<file path="src/rtl/sr_periph_pkg.sv">
package sr_periph_pkg;
  localparam int DATA_W = 8;
  localparam int ADDR_W = 4;

  localparam logic [3:0] IDX_PORT   = 4'd0;
  localparam logic [3:0] IDX_DIR    = 4'd2;
  localparam logic [3:0] IDX_SHIFT  = 4'd10;
  localparam logic [3:0] IDX_CTRL   = 4'd11;
  localparam logic [3:0] IDX_FLAG   = 4'd13;
  localparam logic [3:0] IDX_ENABLE = 4'd14;

  localparam int FLAG_DONE = 2;
  localparam int MODE_LSB  = 2;
  localparam logic [2:0] MODE_IN  = 3'b011;
  localparam logic [2:0] MODE_OUT = 3'b111;

  typedef struct packed {
    logic wrPort;
    logic wrDir;
    logic wrCtrl;
    logic wrFlag;
    logic wrEnable;
    logic loadShift;
    logic touchShift;
    logic stepIn;
    logic stepOut;
    logic setDone;
  } strobe_t;
endpackage

</file>
<file path="src/rtl/sr_ctrl.sv">
module sr_ctrl
  import sr_periph_pkg::*;
#(
  parameter int DW = sr_periph_pkg::DATA_W,
  parameter int AW = sr_periph_pkg::ADDR_W
) (
  input  logic          clk,
  input  logic          rst_n,
  input  logic          busSel,
  input  logic          busWr,
  input  logic [AW-1:0] busAddr,
  input  logic          serClk,
  input  logic [2:0]    modeSel,
  output strobe_t       stb
);
  localparam int CNT_W = $clog2(DW + 1);
  localparam logic [CNT_W-1:0] LAST = CNT_W'(DW - 1);
  localparam logic [CNT_W-1:0] FULL = CNT_W'(DW);

  logic [2:0]       syncQ;
  logic [CNT_W-1:0] bitCnt;
  logic             clkRise, clkFall, isWrite, touch, busy, modeIn, modeOut;

  always_ff @(posedge clk or negedge rst_n) begin
    if (!rst_n) syncQ <= '0;
    else        syncQ <= {syncQ[1:0], serClk};
  end

  assign clkRise = syncQ[1] & ~syncQ[2];
  assign clkFall = ~syncQ[1] & syncQ[2];
  assign isWrite = busSel & busWr;
  assign touch   = busSel && (busAddr == AW'(IDX_SHIFT));
  assign busy    = bitCnt < FULL;
  assign modeIn  = (modeSel == MODE_IN);
  assign modeOut = (modeSel == MODE_OUT);

  always_comb begin
    stb            = '0;
    stb.wrPort     = isWrite && (busAddr == AW'(IDX_PORT));
    stb.wrDir      = isWrite && (busAddr == AW'(IDX_DIR));
    stb.wrCtrl     = isWrite && (busAddr == AW'(IDX_CTRL));
    stb.wrFlag     = isWrite && (busAddr == AW'(IDX_FLAG));
    stb.wrEnable   = isWrite && (busAddr == AW'(IDX_ENABLE));
    stb.loadShift  = isWrite && touch;
    stb.touchShift = touch;
    stb.stepIn     = !touch && busy && modeIn && clkRise;
    stb.stepOut    = !touch && busy && modeOut && clkFall;
    stb.setDone    = (stb.stepIn || stb.stepOut) && (bitCnt == LAST);
  end

  always_ff @(posedge clk or negedge rst_n) begin
    if (!rst_n)                       bitCnt <= '0;
    else if (touch)                   bitCnt <= '0;
    else if (stb.stepIn || stb.stepOut) bitCnt <= bitCnt + 1'b1;
  end

  // the count never runs past one full byte
  a_r6_count_bound: assert property (@(posedge clk) disable iff (!rst_n)
    bitCnt <= FULL);

  // an access restarts the count
  a_r7_restart: assert property (@(posedge clk) disable iff (!rst_n)
    touch |=> (bitCnt == '0));

  // once a byte is complete no further shift strobes issue
  a_r6_no_extra_step: assert property (@(posedge clk) disable iff (!rst_n)
    (bitCnt == FULL) |-> !(stb.stepIn || stb.stepOut));
endmodule

</file>
<file path="src/rtl/sr_datapath.sv">
module sr_datapath
  import sr_periph_pkg::*;
#(
  parameter int DW = sr_periph_pkg::DATA_W,
  parameter int AW = sr_periph_pkg::ADDR_W
) (
  input  logic          clk,
  input  logic          rst_n,
  input  strobe_t       stb,
  input  logic [AW-1:0] busAddr,
  input  logic [DW-1:0] busWdata,
  input  logic [DW-1:0] portBIn,
  input  logic          serIn,
  output logic [DW-1:0] busRdata,
  output logic          serOut,
  output logic [DW-1:0] portBOut,
  output logic [DW-1:0] portBDir,
  output logic [2:0]    modeSel,
  output logic          irq
);
  logic [DW-1:0] portLatch, dirReg, shiftReg, ctrlReg;
  logic [DW-2:0] enReg, flagVec;
  logic          doneFlag, anyIrq;

  always_ff @(posedge clk or negedge rst_n) begin
    if (!rst_n) begin
      portLatch <= '0;
      dirReg    <= '0;
      ctrlReg   <= '0;
      shiftReg  <= '0;
      doneFlag  <= 1'b0;
      enReg     <= '0;
    end else begin
      if (stb.wrPort) portLatch <= busWdata;
      if (stb.wrDir)  dirReg    <= busWdata;
      if (stb.wrCtrl) ctrlReg   <= busWdata;

      if (stb.loadShift)    shiftReg <= busWdata;
      else if (stb.stepIn)  shiftReg <= {shiftReg[DW-2:0], serIn};
      else if (stb.stepOut) shiftReg <= {shiftReg[DW-2:0], shiftReg[DW-1]};

      if (stb.setDone)                               doneFlag <= 1'b1;
      else if (stb.touchShift)                       doneFlag <= 1'b0;
      else if (stb.wrFlag && busWdata[FLAG_DONE])    doneFlag <= 1'b0;

      if (stb.wrEnable) begin
        if (busWdata[DW-1]) enReg <= enReg | busWdata[DW-2:0];
        else                enReg <= enReg & ~busWdata[DW-2:0];
      end
    end
  end

  always_comb begin
    flagVec            = '0;
    flagVec[FLAG_DONE] = doneFlag;
  end

  assign anyIrq   = |(flagVec & enReg);
  assign irq      = anyIrq;
  assign modeSel  = ctrlReg[MODE_LSB+2:MODE_LSB];
  assign serOut   = (modeSel == MODE_OUT) ? shiftReg[DW-1] : 1'b1;
  assign portBOut = portLatch;
  assign portBDir = dirReg;

  always_comb begin
    unique case (busAddr)
      AW'(IDX_PORT):   busRdata = (portLatch & dirReg) | (portBIn & ~dirReg);
      AW'(IDX_DIR):    busRdata = dirReg;
      AW'(IDX_SHIFT):  busRdata = shiftReg;
      AW'(IDX_CTRL):   busRdata = ctrlReg;
      AW'(IDX_FLAG):   busRdata = {anyIrq, flagVec};
      AW'(IDX_ENABLE): busRdata = {1'b1, enReg};
      default:         busRdata = '0;
    endcase
  end

  // the flag only rises on the strobe for the eighth shift
  a_r6_flag_source: assert property (@(posedge clk) disable iff (!rst_n)
    $rose(doneFlag) |-> $past(stb.setDone));

  // any shift register access leaves the flag clear
  a_r7_access_clears: assert property (@(posedge clk) disable iff (!rst_n)
    stb.touchShift |=> !doneFlag);

  // writing a one to flag bit 2 clears it
  a_r8_write_one_clears: assert property (@(posedge clk) disable iff (!rst_n)
    (stb.wrFlag && busWdata[FLAG_DONE] && !stb.setDone) |=> !doneFlag);

  // a clear-type enable write leaves the written bits at zero
  a_r9_enable_clear: assert property (@(posedge clk) disable iff (!rst_n)
    (stb.wrEnable && !busWdata[DW-1]) |=> ((enReg & $past(busWdata[DW-2:0])) == '0));

  // without a shift strobe or load the shift register holds
  a_r11_hold: assert property (@(posedge clk) disable iff (!rst_n)
    !(stb.loadShift || stb.stepIn || stb.stepOut) |=> $stable(shiftReg));
endmodule

</file>
<file path="src/rtl/serial_shift_periph.sv">
module serial_shift_periph
  import sr_periph_pkg::*;
#(
  parameter int DW = sr_periph_pkg::DATA_W,
  parameter int AW = sr_periph_pkg::ADDR_W
) (
  input  logic          clk,
  input  logic          rst_n,
  input  logic          busSel,
  input  logic          busWr,
  input  logic [AW-1:0] busAddr,
  input  logic [DW-1:0] busWdata,
  output logic [DW-1:0] busRdata,
  input  logic          serClk,
  input  logic          serIn,
  output logic          serOut,
  input  logic [DW-1:0] portBIn,
  output logic [DW-1:0] portBOut,
  output logic [DW-1:0] portBDir,
  output logic          irq
);
  strobe_t    stb;
  logic [2:0] modeSel;

  sr_ctrl #(.DW(DW), .AW(AW)) i_ctrl (
    .clk(clk), .rst_n(rst_n), .busSel(busSel), .busWr(busWr),
    .busAddr(busAddr), .serClk(serClk), .modeSel(modeSel), .stb(stb)
  );

  sr_datapath #(.DW(DW), .AW(AW)) i_dp (
    .clk(clk), .rst_n(rst_n), .stb(stb), .busAddr(busAddr),
    .busWdata(busWdata), .portBIn(portBIn), .serIn(serIn),
    .busRdata(busRdata), .serOut(serOut), .portBOut(portBOut),
    .portBDir(portBDir), .modeSel(modeSel), .irq(irq)
  );
endmodule

</file>
<file path="config.mk">
export PLATFORM = sky130hd
export DESIGN_NAME = serial_shift_periph
export DESIGN_NICKNAME = d
export VERILOG_FILES = /design/src/rtl/sr_periph_pkg.sv /design/src/rtl/sr_ctrl.sv /design/src/rtl/sr_datapath.sv /design/src/rtl/serial_shift_periph.sv
export SDC_FILE = /design/constraint.sdc
export NUM_CORES = 1
export LEC_CHECK = 0
export CAP_MARGIN = 40
export CORE_ASPECT_RATIO = 0.7
export CORE_MARGIN = 2
export CORE_UTILIZATION = 65
export DETAILED_ROUTE_END_ITERATION = 10
export DONT_BUFFER_PORTS = 1
export MAX_ROUTING_LAYER = met4
export PLACE_DENSITY = 0.8
export RECOVER_POWER = 25
export SYNTH_ARGS = -nofsm -noshare
export SYNTH_HDL_FRONTEND = slang
export SYNTH_SLANG_ARGS = --single-unit
</file>
<file path="constraint.sdc">
create_clock -name clk -period 2.74 [get_ports clk]
set_input_delay 0.411 -clock clk [delete_from_list [all_inputs] [get_ports clk]]
set_output_delay 0.411 -clock clk [all_outputs]
set_load 0.05 [all_outputs]
</file>
======== Yosys cells after proc, flatten, opt, wreduce, memory -nomap -nowiden ========
Index checks and enable logic that the tools add are counted.
storage, ports and cells
  register bits ........................... 47
  bits in latches ......................... 0
  bits in writable memories ............... 0
  ROM bits ................................ 0
  output and inout port bits .............. 26
  memories ................................ 0
cells by class
  add/subtract/negate cells ............... 1
  $mul .................................... 0
  divide/modulo/power cells ............... 0
  magnitude comparators ................... 1
  equality and inequality tests ........... 8
  shift operators ......................... 0
  multiplexer cells ....................... 11
  bitwise gates (word level) .............. 13
  reductions and logical operators ........ 21
operator list
  cell                                                              number
  8-bit one-hot mux with 6 select lines                             1
  8-bit 2-to-1 mux                                                  3
  8-bit bitwise AND                                                 2
  4-bit == test (second input constant)                             4
  1-bit logical AND                                                 14
  4-bit 2-to-1 mux                                                  2
  8-bit NOT                                                         1
  8-bit bitwise OR                                                  1
  3-bit by 7-bit bitwise AND with 7-bit output                      1
  7-bit bitwise AND                                                 1
  7-bit 2-to-1 mux                                                  1
  7-bit NOT                                                         1
  7-bit bitwise OR                                                  1
  7-bit OR reduction                                                1
  3-bit nonzero test                                                2
  4-bit by 1-bit adder with 4-bit output (second input constant)    1
  4-bit by 2-bit == test with 1-bit output (second input constant)  1
  4-bit by 3-bit == test with 1-bit output (second input constant)  1
  4-bit logical NOT                                                 1
  4-bit less-than comparator (second input constant)                1
  1-bit 2-to-1 mux                                                  4
  1-bit bitwise AND                                                 3
  3-bit by 2-bit == test with 1-bit output (second input constant)  1
  3-bit == test (second input constant)                             1
  other kinds (4)                                                   5

======== Longest topological paths before layout ========
Gate-level depths: netlist of run 1.
  depth in word-level cells ............... 9
  mapped depth ............................ 7
  mapped depth without buffers ............ 5

======== By module ========
A second synthesis of run 1 with hierarchy kept.
unflattened totals
  cell total of the unflattened synthesis .. 214
  area total of the unflattened synthesis .. 2512.4 sq um
by module, submodules not included
  module       times used  cells an instance  area each (sq um)
  sr_datapath  1           171                2072.0
  sr_ctrl      1           43                 440.4

======== Worst setup path after synthesis of run 1 ========
Ideal clock, no wire load.
  kind .................................... in2out
  start point ............................. input busAddr[2]
  end point ............................... output busRdata[2]
  arrival ................................. 1842 ps
  required time ........................... 2329 ps
  setup slack ............................. 487 ps
  stages .................................. 4
  cells stage by stage .................... buf_4 > or3_1 > buf_6 > o22ai_1
between the ends
  cells in the longest elaborated chain, start to end .. 2
  elaborated cells on any way between the ends .. 7
  those cells by class .................... eq/ne: 5; mux: 1; reduce/logical: 1
ends and longest elaborated chain
  item                                       line                       text
  start: declaration                         serial_shift_periph.sv:11  input logic [AW-1:0] busAddr,
  4-bit == test (tied with other cells)      sr_datapath.sv:66          unique case (busAddr)
  8-bit one-hot mux with 6 select lines (*)  sr_datapath.sv:66
  end: declaration                           serial_shift_periph.sv:13  output logic [DW-1:0] busRdata,
Mark *: on every way between the ends. The rest lies on a longest branch, timed or not.

======== Worst setup path after layout of run 1 ========
  start point ............................. input busAddr[0]
  end point ............................... output busRdata[7]
Same word-level chain as after synthesis.

==> impl_metrics.env, run 1 <==
export IMPL_status="finished clean"
export IMPL_gp_congestion=0.8921
export IMPL_grt_max_degree=48
export IMPL_ir_worst_vdd_mv=0.4749
export IMPL_antenna_found_initial=0
export IMPL_maxCapViolCount=0
export IMPL_top_level_ports=52
export IMPL_clk_pin_slew_worst_paths_ps=80
export IMPL_tightest_slew_ps=1129
export IMPL_rsz0062_at_grt="no"
export IMPL_mostFrequentLayoutCell="dfrtp_1"
export IMPL_synth_area_sq_um=2411
export IMPL_vias=1738
export IMPL_cts_htree_levels=2
export IMPL_routed_via_density=6.534
export IMPL_synth_compound_area_frac=0.1422
export IMPL_rr_startpoint="i_dp.ctrlReg[4]$_DFFE_PN0P_"
export IMPL_wl_microns=5443
export IMPL_worstSetupPathType="in -> out"
export IMPL_rows=18
export IMPL_die_h_microns=54.96
export IMPL_min_delay_start="serClk"
export IMPL_cts_buffer_depth=2
export IMPL_cts_tree="built"
export IMPL_dieArea_sq_um=4220
export IMPL_grt_pass1_vias=1666
export IMPL_p_per_area_nw_per_um2=751.4
export IMPL_clock_latency_ps=290
export IMPL_critical_path_startpoint_type="input pin"
export IMPL_grt_total_usage=0.2876
export IMPL_post_drt_wl_per_cell_microns=20.46
export IMPL_ys_seq_elements=47
export IMPL_io_buffers=0
export IMPL_startpoint="busAddr[0]"
export IMPL_synth_edf_count=0
export IMPL_grt_pass1_wl_microns=8604
export IMPL_cts_sinks=47
export IMPL_nNetsFinal=242
export IMPL_postSynthAreaPerCell_sq_um=11.11
export IMPL_crit_path_end_kind="primary output"
export IMPL_fin_crit_ps=2275
export IMPL_drc=0
export IMPL_synth_ff_type="dfrtp_1"
export IMPL_synthArstFlopShare=1.000
export IMPL_finalSetupTns_ps=0
export IMPL_fin_worst_skew_ps=8.649
export IMPL_slew_limit_headroom=0.2476
export IMPL_antenna_diode_count=0
export IMPL_syn_to_final_growth_pct=4.152
export IMPL_final_cell_mix="47 x dfrtp_1, 36 x mux2_2, 17 x nor2_1, 17 x nand2_1, 12 x a21oi_1"
export IMPL_report_final_slew_viol_count=0
export IMPL_gr_total_overflow=0
export IMPL_yosys_warnings=0
export IMPL_fillers=254
export IMPL_synth_xor_area_frac=0.007265
export IMPL_first_iter_violations=140
export IMPL_start_util=0.6819
export IMPL_coreArea_sq_um=3536
export IMPL_required_ps=2330
export IMPL_min_path_type="in -> reg"
export IMPL_leakage_nw=1.090
export IMPL_final_antenna_net_count=0
export IMPL_period_share=0.8305
export IMPL_syn_nets=244
export IMPL_hold_violations=0
export IMPL_dpl_hpwl_microns=3617
export IMPL_synthMuxAreaShare=0.1806
export IMPL_cts_root_buffer="clkbuf_8"
export IMPL_critPathMaxFanout=19
export IMPL_die_w_microns=76.80
export IMPL_cp_arrival_ps=1860
export IMPL_final_layout_size_suffix_gt1_frac=0.2361
export IMPL_seqCellArea_sq_um=1176
export IMPL_ys_seq_area_frac=0.4878
export IMPL_synthAdderAreaFrac=0.005189
export IMPL_fmax_mhz=439.5
export IMPL_ys_types=43
export IMPL_multi_input_area_sq_um=1142
export IMPL_setup_viol=0
export IMPL_syn_instance_count=217
export IMPL_synth_simple_area_share=0.1386
export IMPL_cts_buffers=5
export IMPL_finalPower_w=0.001887
export IMPL_synth_top_family_by_area="multiplexers"
export IMPL_drtPass1Iterations=4
==> synth_stat cells, types with 3 or more instances <==
library cell	instances	area share
dfrtp_1	47	0.49
mux2_2	36	0.17
nand2_1	17	0.026
nor2_1	17	0.026
a21oi_1	12	0.025
o21ai_0	11	0.023
a221o_1	8	0.033
nand3_1	5	0.010
a21o_1	4	0.012
a22o_1	4	0.015
buf_2	4	0.0083
clkbuf_1	4	0.0062
inv_1	4	0.0062
a211oi_1	3	0.0093
mux2i_1	3	0.012
nand3b_1	3	0.0093
==> per-stage QoR <==
step / util / std cells / worst slack [ps] / instance area (sq um) / hold WS [ps]
finish: 0.7102 / 266 / 464.6 / 2511 / 143.5
global route: 0.7102 / 266 / 385.7 / 2511 / 121.8
CTS: 0.7166 / 266 / 470.2 / 2534 / 134.3
detailed placement: 0.6819 / 256 / 471.4 / 2411 / 116.0
global placement: 0.6819 / 256 / 537.7 / 2411 / 116.2
floorplan: - / 217 / 486.8 / 2411 / 115.4
==> cells by family after synthesis <==
logic type	Yosys count
muxes	39
DFF	47
buffers and inverters	17
and+or+nand+nor	62
adders and majority gates	1
AOI/OAI and AO/OA	49
xor gates and xnor gates	2
==> power breakdown <==
part | internal [W] | switching, W
logic | 0.000175 | 0.000172
registers | 0.000841 | 0.000301
clock network | 0.000178 | 0.000220
==> cell type report <==
cell class | instances | area share
sequential | 47 | 0.4684
tap | 50 | 0.02491
inverter | 4 | 0.005979
multi-input combinational | 153 | 0.4549
clock inverter | 2 | 0.004983
clock buffer | 6 | 0.02890
timing repair buffer | 4 | 0.01196
==> per-layer routing <==
metal,GRT usage,part of all wire,vias up
li1,-,-,786
met1,0.3814,0.44,855
met2,0.4401,0.46,91
met3,0.08117,0.092,6
met4,0.09091,0.010,0
met5,-,0,-
==> worst max-delay path: stages <==
cell and delay [ps]:
or3_1 620, nor4b_1 390, a211o_1 440
==> final timing paths <==
path	to	slack, ps	depth (start not counted)
max	busRdata[7]	460	3
min	i_ctrl.syncQ[0]$_DFF_PN0_	140	0
max reg2reg	i_dp.shiftReg[0]$_DFFE_PN0P_	760	5
min reg2reg	i_ctrl.syncQ[1]$_DFF_PN0_	350	0
max in group asynchronous	i_dp.ctrlReg[3]$_DFFE_PN0P_	1110	2
min in group asynchronous	i_dp.shiftReg[0]$_DFFE_PN0P_	940	2
==> repair_timing <==
action,CTS,global route
hold buffers,2,0
endpoints found under the hold margin,47,0
setup buffers,0,0
resized for setup,0,0
Power figures use the tool's default switching activity.
==> run 2, diff against run 1 <==
- CORE_UTILIZATION: 65 -> 62
- PLACE_DENSITY: 0.8 -> 0.77
- clock period: 2.74 -> 2.3 ns (I/O delays scaled with it)
==> impl_metrics.env, run 2 (same netlist as run 1, synthesis figures left out) <==
export IMPL_final_layout_size_suffix_gt1_frac=0.2838
export IMPL_ir_worst_vdd_mv=0.6813
export IMPL_seqCellArea_sq_um=1176
export IMPL_rsz0062_at_grt="no"
export IMPL_routed_via_density=6.290
export IMPL_grt_total_usage=0.2818
export IMPL_cts_hold_fix_buffers=2
export IMPL_vias=1755
export IMPL_post_cts_resized=0
export IMPL_status="finished clean"
export IMPL_postLayoutSetupSlackWorst_ps=241.2
export IMPL_cp_arrival_ps=1710
export IMPL_first_iter_violations=104
export IMPL_critPathMaxFanout=4
export IMPL_cts_buffer_depth=2
export IMPL_die_h_microns=56.18
export IMPL_antenna_diode_count=0
export IMPL_report_final_slew_viol_count=0
export IMPL_postCtsSetupRepairBufs=0
export IMPL_dp_slack_ps=287.6
export IMPL_critical_path_startpoint_type="flop"
export IMPL_hold_ws_ps=79.32
export IMPL_coreArea_sq_um=3626
export IMPL_cts_htree_levels=2
export IMPL_antenna_found_initial=0
export IMPL_p_per_area_nw_per_um2=919.2
export IMPL_finalSetupTns_ps=0
export IMPL_gp_congestion=0.8405
export IMPL_drtPass1Iterations=4
export IMPL_fin_worst_skew_ps=9.304
export IMPL_top_level_ports=52
export IMPL_slew_limit_headroom=0.2445
export IMPL_cts_sinks=47
export IMPL_grt_max_degree=48
export IMPL_tightest_slew_ps=1133
export IMPL_cts_buffers=5
export IMPL_leakage_nw=1.179
export IMPL_grt_pass1_vias=1796
export IMPL_final_antenna_net_count=0
export IMPL_gr_total_overflow=0
export IMPL_dieArea_sq_um=4412
export IMPL_stdcell_count=279
export IMPL_grt_pass1_wl_microns=9156
export IMPL_crit_path_end_kind="primary output"
export IMPL_mostFrequentLayoutCell="dfrtp_1"
export IMPL_period_share=0.8951
export IMPL_hold_violations=0
export IMPL_drc=0
export IMPL_wl_microns=5663
export IMPL_fillers=256
export IMPL_cts_root_buffer="clkbuf_8"
export IMPL_rows=18
export IMPL_nNetsFinal=255
export IMPL_maxCapViolCount=0
export IMPL_syn_to_final_growth_pct=9.548
export IMPL_clock_latency_ps=290
export IMPL_post_drt_wl_per_cell_microns=20.30
export IMPL_cts_tree="built"
export IMPL_fin_crit_ps=2059
export IMPL_start_util=0.6649
export IMPL_die_w_microns=78.54
export IMPL_required_ps=1960
export IMPL_clk_pin_slew_worst_paths_ps=80
export IMPL_multi_input_area_sq_um=1142
export IMPL_io_buffers=0
export IMPL_worstSetupPathType="reg -> out"
export IMPL_fmax_mhz=485.7
export IMPL_min_path_type="in -> reg"
export IMPL_dpl_hpwl_microns=4052
export IMPL_finalPower_w=0.002428
export IMPL_final_cell_mix="47 x dfrtp_1, 36 x mux2_2, 17 x nor2_1, 17 x nand2_1, 15 x buf_4"
export IMPL_setup_viol=0
export IMPL_dp_cells=269
[run 2: cell count changes in the layout (fill, tap and decap cells not counted)]
cell | before | now
buf_4 | 2 | 15
bufinv_16 | 0 | 1
clkbuf_1 | 1 | 0
clkbuf_8 | 5 | 6
clkinvlp_4 | 1 | 0
[run 2: worst max-delay path: stages, from the launching register on]
cell	delay [ps]
dfrtp_1	690
nor2_1	80
nand2_1	90
a21oi_1	70
a221o_1	300
buf_4	200
[run 2: layout make-up]
class,count,area share
Sequential cell,47,0.4453
Multi-Input combinational cell,153,0.4325
Clock buffer,6,0.03126
Clock inverter,2,0.01326
Inverter,4,0.005685
Tap cell,50,0.02369
Timing Repair Buffer,17,0.04832
[run 2: power breakdown]
part,internal [W],switching [W]
sequential,0.00100,0.000357
combinational,0.000229,0.000223
clock,0.000352,0.000265
total,0.00158,0.000845
[run 2: final timing paths]
kind	start	endpoint	slack, ps	depth (start not counted)
setup reg to reg	i_dp.ctrlReg[4]$_DFFE_PN0P_	i_dp.shiftReg[6]$_DFFE_PN0P_	410	5
hold reg to reg	i_ctrl.syncQ[0]$_DFF_PN0_	i_ctrl.syncQ[1]$_DFF_PN0_	360	0
hold / removal	serClk	i_ctrl.syncQ[0]$_DFF_PN0_	80	0
setup / recovery	i_dp.portBDir[3]$_DFFE_PN0P_	busRdata[3]	240	5
min in group asynchronous	rst_n	i_dp.portBOut[3]$_DFFE_PN0P_	840	2
max in group asynchronous	rst_n	i_ctrl.syncQ[2]$_DFF_PN0_	770	2
[run 2: through the flow]
step                utilization  instance area (sq um)
finish                   0.7284                   2641
global route             0.7284                   2641
CTS                      0.7346                   2664
detailed placement       0.6919                   2509
global placement         0.6919                   2509
floorplan                     -                   2411
[run 2: metal layers]
metal	vias to the layer above	share of wire	global-route usage
li1	817	-	-
met2	66	0.48	0.4469
met1	868	0.44	0.3763
met3	4	0.077	0.07305
met5	-	0	-
met4	0	0.0049	0.04511
